### config.mk
export PLATFORM = sky130hd
export DESIGN_NAME = hit_autoclr
export DESIGN_NICKNAME = d
export VERILOG_FILES = /design/src/rtl/hac_pkg.sv /design/src/rtl/hac_seq.sv /design/src/rtl/hac_flags.sv /design/src/rtl/hit_autoclr.sv
export SDC_FILE = /design/constraint.sdc
export NUM_CORES = 1
export LEC_CHECK = 0
export BUFFER_PORTS_ARGS = -buffer_cell sky130_fd_sc_hd__buf_4
export CAP_MARGIN = 30
export CORE_ASPECT_RATIO = 0.7
export CORE_MARGIN = 1.5
export CORE_UTILIZATION = 50
export CTS_CLUSTER_SIZE = 40
export DETAILED_ROUTE_END_ITERATION = 16
export PLACE_DENSITY = 0.69
export SYNTH_ARGS = -nofsm -noshare
export SYNTH_HDL_FRONTEND = slang
export SYNTH_HIERARCHICAL = 1
export SYNTH_SLANG_ARGS = --single-unit
### constraint.sdc
create_clock -name clk -period 3.2 [get_ports clk]
set_input_delay 0.16 -clock clk [delete_from_list [all_inputs] [get_ports clk]]
set_output_delay 0.16 -clock clk [all_outputs]
set_load 0.01 [all_outputs]
### src/rtl/hac_pkg.sv
package hac_pkg;

    typedef enum logic [1:0] {
        PH_IDLE  = 2'd0,
        PH_PULSE = 2'd1,
        PH_WAIT  = 2'd2
    } phase_e;

    typedef struct packed {
        logic hit;
        logic act;
        logic strobe;
    } flags_t;

    function automatic int unsigned max_u(input int unsigned a, input int unsigned b);
        return (a > b) ? a : b;
    endfunction

endpackage

### src/rtl/hac_seq.sv
module hac_seq
    import hac_pkg::*;
#(
    parameter int unsigned PULSE_W = 5,
    parameter int unsigned DLY_W   = 12
) (
    input  logic             clk,
    input  logic             rst,
    input  logic             fire,
    input  logic             force_clr,
    input  logic             veto,
    input  logic [DLY_W-1:0] dly_cycles,
    output logic             pulse_o,
    output logic             win_o,
    output logic             start_o,
    output logic             auto_clr_o
);
    localparam int unsigned PW_W = $clog2(PULSE_W + 1);
    localparam int unsigned CW   = max_u(PW_W, DLY_W);

    phase_e        phase_q;
    logic [CW-1:0] cnt_q;
    logic [CW-1:0] win_load;
    logic          cnt_zero;

    assign cnt_zero = (cnt_q == '0);
    assign win_load = (dly_cycles == '0) ? '0 : (CW'(dly_cycles) - CW'(1));

    assign start_o    = (phase_q == PH_IDLE) && fire && !force_clr;
    assign auto_clr_o = (phase_q == PH_WAIT) && cnt_zero && !veto && !force_clr;
    assign pulse_o    = (phase_q == PH_PULSE);
    assign win_o      = (phase_q == PH_WAIT);

    always_ff @(posedge clk) begin
        if (rst || force_clr) begin
            phase_q <= PH_IDLE;
            cnt_q   <= '0;
        end else begin
            unique case (phase_q)
                PH_IDLE: begin
                    if (fire) begin
                        phase_q <= PH_PULSE;
                        cnt_q   <= CW'(PULSE_W - 1);
                    end
                end
                PH_PULSE: begin
                    if (cnt_zero) begin
                        phase_q <= PH_WAIT;
                        cnt_q   <= win_load;
                    end else begin
                        cnt_q <= cnt_q - CW'(1);
                    end
                end
                PH_WAIT: begin
                    if (cnt_zero) begin
                        phase_q <= PH_IDLE;
                    end else begin
                        cnt_q <= cnt_q - CW'(1);
                    end
                end
                default: begin
                    phase_q <= PH_IDLE;
                    cnt_q   <= '0;
                end
            endcase
        end
    end

endmodule

### src/rtl/hac_flags.sv
module hac_flags
    import hac_pkg::*;
(
    input  logic clk,
    input  logic rst,
    input  logic set_hit,
    input  logic act_req,
    input  logic clr_req,
    output logic hit_o,
    output logic act_o,
    output logic strobe_o
);
    flags_t fl_q;

    always_ff @(posedge clk) begin
        if (rst) begin
            fl_q <= '0;
        end else begin
            fl_q.strobe <= clr_req;
            if (clr_req) begin
                fl_q.hit <= 1'b0;
                fl_q.act <= 1'b0;
            end else begin
                if (set_hit) fl_q.hit <= 1'b1;
                if (act_req && fl_q.hit) fl_q.act <= 1'b1;
            end
        end
    end

    assign hit_o    = fl_q.hit;
    assign act_o    = fl_q.act;
    assign strobe_o = fl_q.strobe;

endmodule

### src/rtl/hit_autoclr.sv
module hit_autoclr
    import hac_pkg::*;
#(
    parameter int unsigned NCH     = 4,
    parameter int unsigned PULSE_W = 5,
    parameter int unsigned DLY_W   = 12
) (
    input  logic             clk,
    input  logic             rst,
    input  logic [NCH-1:0]   fire,
    input  logic [NCH-1:0]   act_set,
    input  logic             veto,
    input  logic             force_clr,
    input  logic [DLY_W-1:0] dly_cycles,
    output logic [NCH-1:0]   pulse_out,
    output logic [NCH-1:0]   win_n,
    output logic [NCH-1:0]   hit_flag,
    output logic [NCH-1:0]   act_flag,
    output logic [NCH-1:0]   clr_strobe
);
    logic [NCH-1:0] start_w;
    logic [NCH-1:0] auto_w;
    logic [NCH-1:0] win_w;

    for (genvar ch = 0; ch < NCH; ch++) begin : g_ch
        hac_seq #(
            .PULSE_W(PULSE_W),
            .DLY_W  (DLY_W)
        ) u_seq (
            .clk       (clk),
            .rst       (rst),
            .fire      (fire[ch]),
            .force_clr (force_clr),
            .veto      (veto),
            .dly_cycles(dly_cycles),
            .pulse_o   (pulse_out[ch]),
            .win_o     (win_w[ch]),
            .start_o   (start_w[ch]),
            .auto_clr_o(auto_w[ch])
        );

        hac_flags u_flags (
            .clk     (clk),
            .rst     (rst),
            .set_hit (start_w[ch]),
            .act_req (act_set[ch]),
            .clr_req (auto_w[ch] | force_clr),
            .hit_o   (hit_flag[ch]),
            .act_o   (act_flag[ch]),
            .strobe_o(clr_strobe[ch])
        );

        assign win_n[ch] = ~win_w[ch];
    end

endmodule

==> summary.md <==
The xor/xnor cell area share of the yosys netlist is 8.04%. The largest area contributor in the synthesized netlist is sky130_fd_sc_hd__dfxtp_1. Share of Yosys cell area claimed by the top area cell type: 26.0%.

The shortest period the worst path allows works out to 2.50 ns. The tool flagged a number of max-cap violations equal to 0. The count of final max-slew check failures came out at 0.

The run gives 37.7% as the met1 track demand over resource. The first global-routing pass estimated 23.6 mm of wire. The critical-path maximum fanout is 9. The tools report the count of yosys warnings during synthesis as 6.

After routing the design area is 0.00587 mm^2. Power comes to 2.50 mW. The most critical setup path has its endpoint at g_ch[3].u_seq/cnt_q[5]. Global routing used 26.4% of the available tracks across all layers. The tools report the beginning of the worst register-to-register path as g_ch[3].u_seq/cnt_q[0].

Worst-case clock buffer depth: 2. The worst max-slew margin expressed relative to the limit was 49.6%; the layout-stage area growth over the synthesis result was 12.3%. Between clock sinks in the finished design, the worst skew comes to 0.00627 ns. The quantity of hold-fixing buffers added after cts was 0; the adder and majority gate portion of the synthesized area was 2.63%.

Detailed-route vias per instance: 6.35. Setup repair after global routing left no endpoint under its margin. The tools report the fraction of met3 tracks used by global routing as 5.20%. The number of placement rows is 31, and the post-synthesis register bit count is 68. The sum of overflow across all layers after global routing was 0.

Leaving out fill and tap cells, the most frequent cell in the layout is sky130_fd_sc_hd__dfxtp_1. The final-report hold violation count came out at 0. The detail route stage leaves a number of antenna-violating nets equal to 0.

The power density relative to cell area was 426 mW/mm^2. The portion of synthesized area spent on multiplexers is 0.407%. The number of cells on the worst reg-to-reg path is 7. The tools report the kind of capture point of the worst setup path as a flop. The buffer and inverter count on the worst path works out to 1. The area fraction in compound gates after synthesis works out to 25.2%.

The initial utilization of the core area, before any placement, comes to 51.1%. The utilization after layout is 57.3%. The run finished with clean final reports. The largest net degree at the start of global routing was 21; the slew at the pin with the worst max-slew slack was 0.754 ns.

The capturing point of the worst reg2reg path is g_ch[3].u_seq/cnt_q[5]. The worst setup path is of the flop to flop kind. After legalization and detailed placement, the total HPWL measured 10.5 mm. Walking the worst path, the cells encountered are inv_1 -> ha_1 -> or3b_1 -> or4_4 -> a21oi_2 -> o22ai_1 -> a22o_1. By area the synthesized netlist is led by sky130_fd_sc_hd__dfxtp_1 (26%), sky130_fd_sc_hd__nor2_1 (4.6%), sky130_fd_sc_hd__xnor2_1 (4.0%), sky130_fd_sc_hd__xor2_1 (4.0%), sky130_fd_sc_hd__nand2_1 (3.7%). Counting every net in the synthesized netlist gives 702.

Post-CTS timing repair inserted 0 buffers for setup. The congestion estimate from routability-driven global placement came to 0.938. Counting every sink on the clock net gives 68. Wire length per cell after detailed routing: 17.5 um.

The standard cell core area was 0.0102 mm^2; the sequential cell area fraction in the yosys report was 26.0%. Port buffering added 43 buffers. Combinational logic burns 25.4% of the power. Leaving out fill and tap cells, the most frequent cells in the layout are sky130_fd_sc_hd__dfxtp_1 (68), sky130_fd_sc_hd__nor2_1 (64), sky130_fd_sc_hd__nand2_1 (51). The average cell area after synthesis works out to 7.84 um^2.

The highest cell delay on the worst timing path works out to 0.64 ns. After global routing, the most crowded layer is met2. Ratio of cells with drive above 1 in the final layout: 14.7%. Number of antenna diodes: 0. Synthesis produced a netlist whose cell count is 667.

Registers are responsible for 36.5% of the overall power. For flop-to-flop paths, the worst setup slack is 0.70 ns. At the later pin of the worst-skew pair, clock insertion delay measures 0.33 ns.

The worst-path cell with the longest stage delay is sky130_fd_sc_hd__or4_4. In this run, synthesis inferred 0 flip-flops with an integrated enable. After detailed routing, the number of remaining DRC violations is 0. The required time at the worst-slack endpoint was 3.42 ns; the maximum level of the CTS H-tree was 3. The run gives 1.71 mW as the internal portion of total power.

The tools report the count of unique library cells instantiated by Yosys as 69. The portion of total power attributed to the clock network is 38.1%, and the net switching power figure is 0.793 mW. The routed layout has 5289 vias. Post-place instance area: 0.00559 mm^2.

The root buffer selected by CTS is sky130_fd_sc_hd__clkbuf_16. Setup violations remaining at the end of the flow were counted as 0. On the critical path the largest part of the delay comes from simple AND/OR/NAND/NOR gates. For this run, the detailed router's first-pass iteration total came to 4. The worst min-delay path category is input pin to flop. The run gives 0.0111 mm^2 as the total die area. The worst setup path is launched from a flop. The final-stage net count is 731.

The share of flip-flops with an asynchronous set or reset works out to 0%. The most used flip-flop cell after synthesis is sky130_fd_sc_hd__dfxtp_1. The final wirelength was 14.5 mm; the switching power as a share of total power was 31.7%.

Counting the buffers created by CTS gives 9. The tools report the peak supply drop as 0.237 mV. The launching element of the worst setup path is g_ch[3].u_seq/cnt_q[0]. The simple-gate share of the synthesized area was 32.7%. Iteration-0 DRC count of the detailed router: 432.

In this run, post-CTS repair resized a total of 0 instances. TritonCTS built the clock tree. The tools report the worst path arrival time as 2.72 ns. The maximum frequency from static timing analysis is 0.400 GHz.

The die is 88.6 um tall. Global routing used 41.4% of the available met2 tracks. In the final timing run, aggregate negative setup slack is 0 ns. The synthesized cell area is 0.00523 mm^2, and the clock-pin slew of the registers on the worst-case setup and hold paths is 0.05 ns.

The run gives 2.22 nW as the static leakage power. The dominant combinational cell family by area after synthesis was simple AND/OR/NAND/NOR gates. The width of the die is 125 um.

For this design the top-level I/O count stands at 44. The final cycle utilization of the critical path was 78.1%; the initial antenna violation count was 0. In this run the number of cells on the critical path is 7. The via count of the first global-routing pass came out at 4590. Hold timing on the final database bottoms out at a slack of 0.107 ns.
cells in the mapped netlist, drive strengths merged, types with 4 or more instances:
cell type,n
a21boi,9
a22oi,6
inv,29
clkbuf,17
or2,11
a211o,6
dfxtp,68
o21ai,47
nor4,27
nand2b,7
o22ai,20
nor2b,11
buf,11
a31oi,10
and2b,4
a22o,21
xor2,24
nand3,13
or3,12
a21oi,34
o311ai,4
nand3b,4
nand4,8
nor3,38
ha,11
nor2,67
or4,11
a211oi,4
o221ai,4
and2,4
nor4b,6
nand2,51
xnor2,24
power by group through the flow:
stage | Combinational, mW | Clock (mW) | Sequential (mW)
finish | 0.636 | 0.953 | 0.912
global route | 0.695 | 1.01 | 0.916
CTS | 0.625 | 0.973 | 0.910
detailed placement | 0.621 | 0 | 0.928
global placement | 0.609 | 0 | 0.927
floorplan | 0.454 | 0 | 0.919
metal layers:
metal	up-vias	share of wire, %
met2	200	44
met5	-	0
li1	2562	-
met3	10	7.3
met4	0	0.83
met1	2517	48
logic make-up after synthesis:
kind of cell,Yosys count
AO/OA/AOI/OAI,193
XOR/XNOR,48
adder cells (fa/ha/maj),11
buffers and inverters,57
flip-flops,68
multiplexers,2
AND/OR/NAND/NOR,288
layout make-up:
cell class / instances / area (um^2)
Multi-Input combinational cell: 542 / 3610
Timing Repair Buffer: 46 / 345
Fill cell: 978 / 4370
Inverter: 29 / 109
Tap cell: 132 / 165
Sequential cell: 68 / 1360
Clock buffer: 15 / 278
Clock inverter: 1 / 5.00
tightest hold or removal path, delay by kind of cell:
| kind | cells | cell delay [ns] |
|---|---|---|
| compound gates | 1 | 0.05 |
| buf+inv | 1 | 0.08 |
| simple gates | 1 | 0.11 |
how the worst min path moves through the flow:
| stage | start | endpoint | cells after the start |
|---|---|---|---|
| floorplan | rst | g_ch[0].u_flags/act_o | 1 |
| global placement | act_set[0] | g_ch[0].u_flags/act_o | 3 |
| detailed placement | act_set[1] | g_ch[1].u_flags/act_o | 3 |
| CTS | act_set[1] | g_ch[1].u_flags/act_o | 3 |
| global route | act_set[1] | g_ch[1].u_flags/act_o | 3 |
| finish | act_set[1] | g_ch[1].u_flags/act_o | 3 |
stage by stage:
| step | setup slack, ns | cells |
|---|---|---|
| 2_1_floorplan | 0.924 | 667 |
| 3_3_place_gp | 0.837 | 817 |
| 3_5_place_dp | 0.740 | 817 |
| 4_1_cts | 0.724 | 833 |
| 5_1_grt | 0.557 | 833 |
| 6_report | 0.700 | 833 |
registers in the layout (all words and copies together), names as in the netlist:
register and count:
g_ch.u_seq/cnt_q 48, g_ch.u_flags/act_o 4, g_ch.u_flags/hit_o 4, g_ch.u_seq/phase_q 8, g_ch.u_flags/strobe_o 4
No activity file was read; power rests on OpenSTA's default activity.
